`config.mk`:
```
export PLATFORM = sky130hd
export DESIGN_NAME = motion_snapshot
export DESIGN_NICKNAME = d
export VERILOG_FILES = /design/src/rtl/msnap_pkg.sv /design/src/rtl/msnap_rst_sync.sv /design/src/rtl/msnap_mode_reg.sv /design/src/rtl/msnap_trig.sv /design/src/rtl/msnap_hold_reg.sv /design/src/rtl/motion_snapshot.sv
export SDC_FILE = /design/constraint.sdc
export NUM_CORES = 1
export LEC_CHECK = 0
export ABC_AREA = 1
export BUFFER_PORTS_ARGS = -buffer_cell sky130_fd_sc_hd__buf_2
export CORE_MARGIN = 1.5
export CORE_UTILIZATION = 48
export DETAILED_ROUTE_END_ITERATION = 8
export GPL_TIMING_DRIVEN = 0
export PLACE_DENSITY = 0.85
export SETUP_SLACK_MARGIN = 0.05
export SLEW_MARGIN = 10
export SYNTH_ARGS = -nofsm -noshare
export SYNTH_HDL_FRONTEND = slang
export SYNTH_HIERARCHICAL = 1
export SYNTH_SLANG_ARGS = --single-unit
```
`constraint.sdc`:
```
create_clock -name clk -period 2.5 [get_ports clk]
set_clock_uncertainty 0.05 [all_clocks]
set_input_delay 0.5 -clock clk [delete_from_list [all_inputs] [get_ports clk]]
set_output_delay 0.5 -clock clk [all_outputs]
set_load 0.05 [all_outputs]
```
`src/rtl/msnap_pkg.sv`:
```
package msnap_pkg;
  parameter int unsigned DATA_W   = 16;
  parameter int unsigned CTRL_W   = 8;
  parameter int unsigned MODE_POS = 4;

  typedef logic [DATA_W-1:0] data_t;

  typedef enum logic {
    SRC_READ    = 1'b0,
    SRC_TIMEOUT = 1'b1
  } latch_src_e;
endpackage

```
`src/rtl/msnap_rst_sync.sv`:
```
module msnap_rst_sync #(
  parameter int unsigned STAGES = 2
) (
  input  logic clk,
  input  logic rst_n,
  output logic rst_sync_n
);
  logic [STAGES-1:0] chain_q;
  logic [STAGES-1:0] chain_d;

  always_comb begin
    chain_d = {chain_q[STAGES-2:0], 1'b1};
  end

  always_ff @(posedge clk or negedge rst_n) begin
    if (!rst_n) chain_q <= '0;
    else        chain_q <= chain_d;
  end

  assign rst_sync_n = chain_q[STAGES-1];
endmodule

```
`src/rtl/msnap_mode_reg.sv`:
```
module msnap_mode_reg
  import msnap_pkg::*;
(
  input  logic              clk,
  input  logic              rst_n,
  input  logic              wr_en,
  input  logic [CTRL_W-1:0] wdata,
  output latch_src_e        src
);
  latch_src_e src_q;
  latch_src_e src_d;

  always_comb begin
    src_d = src_q;
    if (wr_en) src_d = latch_src_e'(wdata[MODE_POS]);
  end

  always_ff @(posedge clk or negedge rst_n) begin
    if (!rst_n) src_q <= SRC_READ;
    else        src_q <= src_d;
  end

  assign src = src_q;
endmodule

```
`src/rtl/msnap_trig.sv`:
```
module msnap_trig
  import msnap_pkg::*;
(
  input  latch_src_e src,
  input  logic       tmo,
  input  logic       rd,
  output logic       ld_count,
  output logic       ld_timing
);
  always_comb begin
    ld_count  = 1'b0;
    ld_timing = 1'b0;
    unique case (src)
      SRC_TIMEOUT: begin
        ld_count  = tmo;
        ld_timing = tmo;
      end
      SRC_READ: begin
        ld_timing = rd;
      end
      default: ;
    endcase
  end
endmodule

```
`src/rtl/msnap_hold_reg.sv`:
```
module msnap_hold_reg #(
  parameter int unsigned W = 16
) (
  input  logic         clk,
  input  logic         rst_n,
  input  logic         load,
  input  logic [W-1:0] din,
  output logic [W-1:0] dout
);
  logic [W-1:0] val_q;
  logic [W-1:0] val_d;

  always_comb begin
    val_d = val_q;
    if (load) val_d = din;
  end

  always_ff @(posedge clk or negedge rst_n) begin
    if (!rst_n) val_q <= '0;
    else        val_q <= val_d;
  end

  assign dout = val_q;
endmodule

```
`src/rtl/motion_snapshot.sv`:
```
module motion_snapshot
  import msnap_pkg::*;
(
  input  logic              clk,
  input  logic              rst_n,
  input  logic              ctrl_write,
  input  logic [CTRL_W-1:0] ctrl_wdata,
  input  logic              tmo_strobe,
  input  logic              count_read,
  input  logic [DATA_W-1:0] pos_count,
  input  logic [DATA_W-1:0] ivl_value,
  input  logic [DATA_W-1:0] evt_timer,
  output logic [DATA_W-1:0] snap_count,
  output logic [DATA_W-1:0] snap_interval,
  output logic [DATA_W-1:0] snap_elapsed
);
  localparam int unsigned NSNAP = 3;

  logic       rst_q_n;
  latch_src_e mode_q;
  logic       ld_count;
  logic       ld_timing;

  logic [NSNAP-1:0]              snap_ld;
  logic [NSNAP-1:0][DATA_W-1:0]  snap_in;
  logic [NSNAP-1:0][DATA_W-1:0]  snap_out;

  msnap_rst_sync #(.STAGES(2)) u_rst (
    .clk        (clk),
    .rst_n      (rst_n),
    .rst_sync_n (rst_q_n)
  );

  msnap_mode_reg u_mode (
    .clk   (clk),
    .rst_n (rst_q_n),
    .wr_en (ctrl_write),
    .wdata (ctrl_wdata),
    .src   (mode_q)
  );

  msnap_trig u_trig (
    .src       (mode_q),
    .tmo       (tmo_strobe),
    .rd        (count_read),
    .ld_count  (ld_count),
    .ld_timing (ld_timing)
  );

  assign snap_ld = {ld_timing, ld_timing, ld_count};
  assign snap_in = {evt_timer, ivl_value, pos_count};

  for (genvar g = 0; g < NSNAP; g++) begin : g_snap
    msnap_hold_reg #(.W(DATA_W)) u_hold (
      .clk   (clk),
      .rst_n (rst_q_n),
      .load  (snap_ld[g]),
      .din   (snap_in[g]),
      .dout  (snap_out[g])
    );
  end

  assign snap_count    = snap_out[0];
  assign snap_interval = snap_out[1];
  assign snap_elapsed  = snap_out[2];
endmodule

```
After elaboration in Yosys (flattened, before gate mapping)
Index checks and enable logic that the tools add are counted.
- register bits: 51
- input bits: 61
- output and inout port bits: 48
- logic and storage cells: 8
- muxes and demuxes: 2
- bitwise logic cells: 1
- operators with widths (kind ; number):
    1-bit case mux with 2 select lines ; 1
    1-bit 2-to-1 mux ; 1
    1-bit NOT ; 1

Depth between registers and ports, before layout
- word-level depth: 2
- mapped depth: 8
- mapped depth without buffers: 6

Hierarchy
The synthesis kept the hierarchy.
- modules (own cells, without submodules) (module ; times used ; cells an instance ; area each (um^2)):
    msnap_hold_reg ; 3 ; 68 ; 644.4
    msnap_rst_sync ; 1 ; 3 ; 53.8
    msnap_mode_reg ; 1 ; 5 ; 40.0
    msnap_trig ; 1 ; 5 ; 18.8

Worst setup path after synthesis
No wires, ideal clock.
- kind: input to register
- start: input tmo_strobe
- end: register g_snap[1].u_hold.val_q[10]
- arrival: 1.053 ns
- required time: 2.331 ns
- setup slack: 1.278 ns
- cell stages on the path: 7
- path buffers: 2
- path through: nand2_1 nand2_1 buf_6 inv_6 buf_12 nand2_1 nand2_1
- cells in the longest elaborated chain, start to end: 1
- ends and longest elaborated chain (what ; line ; source):
    start: declaration ; motion_snapshot.sv:8 ; input logic tmo_strobe,
    1-bit case mux with 2 select lines ; msnap_trig.sv:13 ; unique case (src)
    net ld_timing ; motion_snapshot.sv:22 ; logic ld_timing;
    end signal: assignment ; msnap_hold_reg.sv:20 ; else val_q <= val_d;
    end: declaration ; msnap_hold_reg.sv:10 ; logic [W-1:0] val_q;
The timed path passes the listed nets, and every way through them passes these cells.
A chain may end at the register's enable or synchronous reset.

Worst setup path in the final report
- start: register g_snap[0].u_hold.val_q[11]
- end: output snap_count[11]
- RTL lines (what ; line ; source):
    start: declaration ; msnap_hold_reg.sv:10 ;
    start signal: assignment ; msnap_hold_reg.sv:20 ;
    end: declaration ; motion_snapshot.sv:13 ; output logic [DATA_W-1:0] snap_count,
No word-level cell between the ends.

==> metrics.txt <==
r2r startpoint u_mode/src; final-report hold violation count 0; clock root buffer clkbuf_8; synthesized instance count 217; Post-synth top flop dfrtp_1; core area 4060 um^2; CTS buffer count 5; number of port buffers 101; syn avg cell area 9.43 um^2; Compound-Gate Fraction of Synth Area 0%; unrepaired setup endpoints after global routing no; grt ovf 0; Tot GR Track Use 18.8%; die area 4660 um^2; most numerous cell in the Yosys netlist nand2_1; Slew @ Worst Pin 0.573 ns; Largest stage delay, worst path 0.40 ns; Area growth syn-to-layout 33.2%; Yosys top cell area share 62.4%; CP Max Fanout 2; Data arrival, critical path 0.97 ns; GRT Max-Usage Layer met2; Slew headroom 61.8%; Cell Area, Synth 2050 um^2; Initial Utilization 50.4%; Slowest-stage cell, CP dfrtp_1; total number of yosys warnings 6; commonest cells in the netlist nand2_1, dfrtp_1, nand2_2, buf_6; num rows 23; ys async rst share 100%; post-route ant nets 0; initial antenna violation count 0; Setup WS pre-CTS 1.11 ns; crit path capture type output port; vias 1679; sequential cell area 1280 um^2; startpoint types register; final RePlAce weighted congestion 0.814; height of the chip 68.3 um; grt met1 use 21.2%; drt first pass iters 4; vias per cell 4.47; TNS Setup 0 ns; Die Width 68.3 um; Area contributors post-synth dfrtp_1, nand2_1, nand2_2, buf_6, buf_12; Final min period 1.52 ns; Leak Pwr 1.63 nW; drt wl/cell 11.2 um; First DRT Iteration DRCs 65; CTS tree yes; worst hold margin 0.220 ns; area of the multi-input gates 604 um^2; Worst-Skew Late Latency 0.28 ns; Final Total Pwr 0.00233 W; Adder-Cell Fraction of Synth Area 0%; post-DP HPWL 3310 um; share of cells above drive strength 1 41.4%; number of synthesized flops with an enable pin 0; DRC viols 0; Worst Hold Class reg -> async; met2 Use GR 33.3%; Synth Area in Simple Gates 29.4%; worst path cell trace buf_2; Final WS setup 0.984 ns; pin count of the biggest net entering global routing 26; first-pass GRT wire length 6360 um; post-synthesis mux area share 0%; wirelength, routed 4220 um; status finished, final reports clean; Layout fillers 368; delay-heaviest family, CP flip-flops; Worst Path Buf+Inv 1; Final nets 388; register-to-register setup slack 1.30 ns; Critical Path Source g_snap[0].u_hold/dout[11]; Synth Register Bits 51; ANT cells 0; fin util 67.2%; vias in the first global route 1509; critical path class reg -> out; Synth Area in XOR/XNOR 0%; Longest Clk Path Bufs 2; H-tree Lvls 2; GRT met3 Usage 4.93%; Yosys top cell by area dfrtp_1; power density over cell area 853 nW/um^2; Mapped Nets 278; clock sink count 51; Reg clk slew, reported paths 0.08 ns; CP Data Required Time 1.95 ns; largest family of logic cells by synthesized area simple AND/OR/NAND/NOR gates; Highest Clock Rate 0.659 GHz; Seq/Total Area, Yosys 62.4%; Max Slew Vio Count 0; Max VDD drop 0.419 mV; max-cap check violation count 0; Setup Fix Bufs, Post-CTS 0; Final period util 60.7%; IO Pins 109; Cell variety after synth 8; Final Setup Violations 0
per-stage QoR:
step                area (um^2)  cells
floorplan                  2050    217
global placement           2610    368
detailed placement         2640    369
CTS                        2730    376
global route               2730    376
finish                     2730    376
power by group:
part	internal (W)	total [W]	switching (W)	leakage [nW]
Sequential	0.000955	0.00104	0.0000798	0.624
Combinational	0.000221	0.000882	0.000661	0.970
Clock	0.000187	0.000408	0.000221	0.0371
layout make-up:
type | count | share of cell area (%)
Sequential cell | 51 | 46.9
Multi-Input combinational cell | 151 | 22.2
Timing Repair Buffer | 103 | 19.9
Buffer | 9 | 4.68
Clock buffer | 6 | 2.66
Tap cell | 50 | 2.30
Inverter | 6 | 1.38
layout by cell type, fill, tap and decap left out:
cell           synthesis  layout
nand2_2               15      15
inv_1                  3       3
buf_6                  6       6
dlygate4sd3_1          0       1
buf_2                  0     101
buf_16                 0       1
nand2_1              135     135
clkbuf_1               0       1
inv_6                  3       3
buf_12                 3       3
dfrtp_2                0       1
conb_1                 1       1
dfrtp_1               51      50
clkbuf_8               0       5
cell families after synthesis:
family        after synthesis
buf+inv                    15
flops                      51
other cells                 1
simple gates              150
metal layers:
metal,vias up,wire length [um]
met5,-,0
met4,0,36
met3,4,212
met2,51,2230
met1,764,1740
li1,860,-
sequential cells by signal, indices dropped and copies added (netlist names):
| signal | cells |
|---|---|
| u_rst/chain_q | 2 |
| g_snap.u_hold/dout | 48 |
| u_mode/src | 1 |
final timing paths:
check | end | cells past startpoint
max reg2reg | g_snap[1].u_hold/dout[8] | 8
max in group asynchronous | g_snap[2].u_hold/dout[14] | 1
min reg2reg | g_snap[0].u_hold/dout[15] | 0
min | g_snap[0].u_hold/dout[15] | 0
max | snap_count[11] | 1
min in group clk | u_rst/chain_q[1] | 0
timing repair:
action | CTS | global route
hold buffers | 1 | 0
hold endpoints to repair | 2 | 0
gates resized for setup | 0 | 0
(Power assumes the default switching activity.)
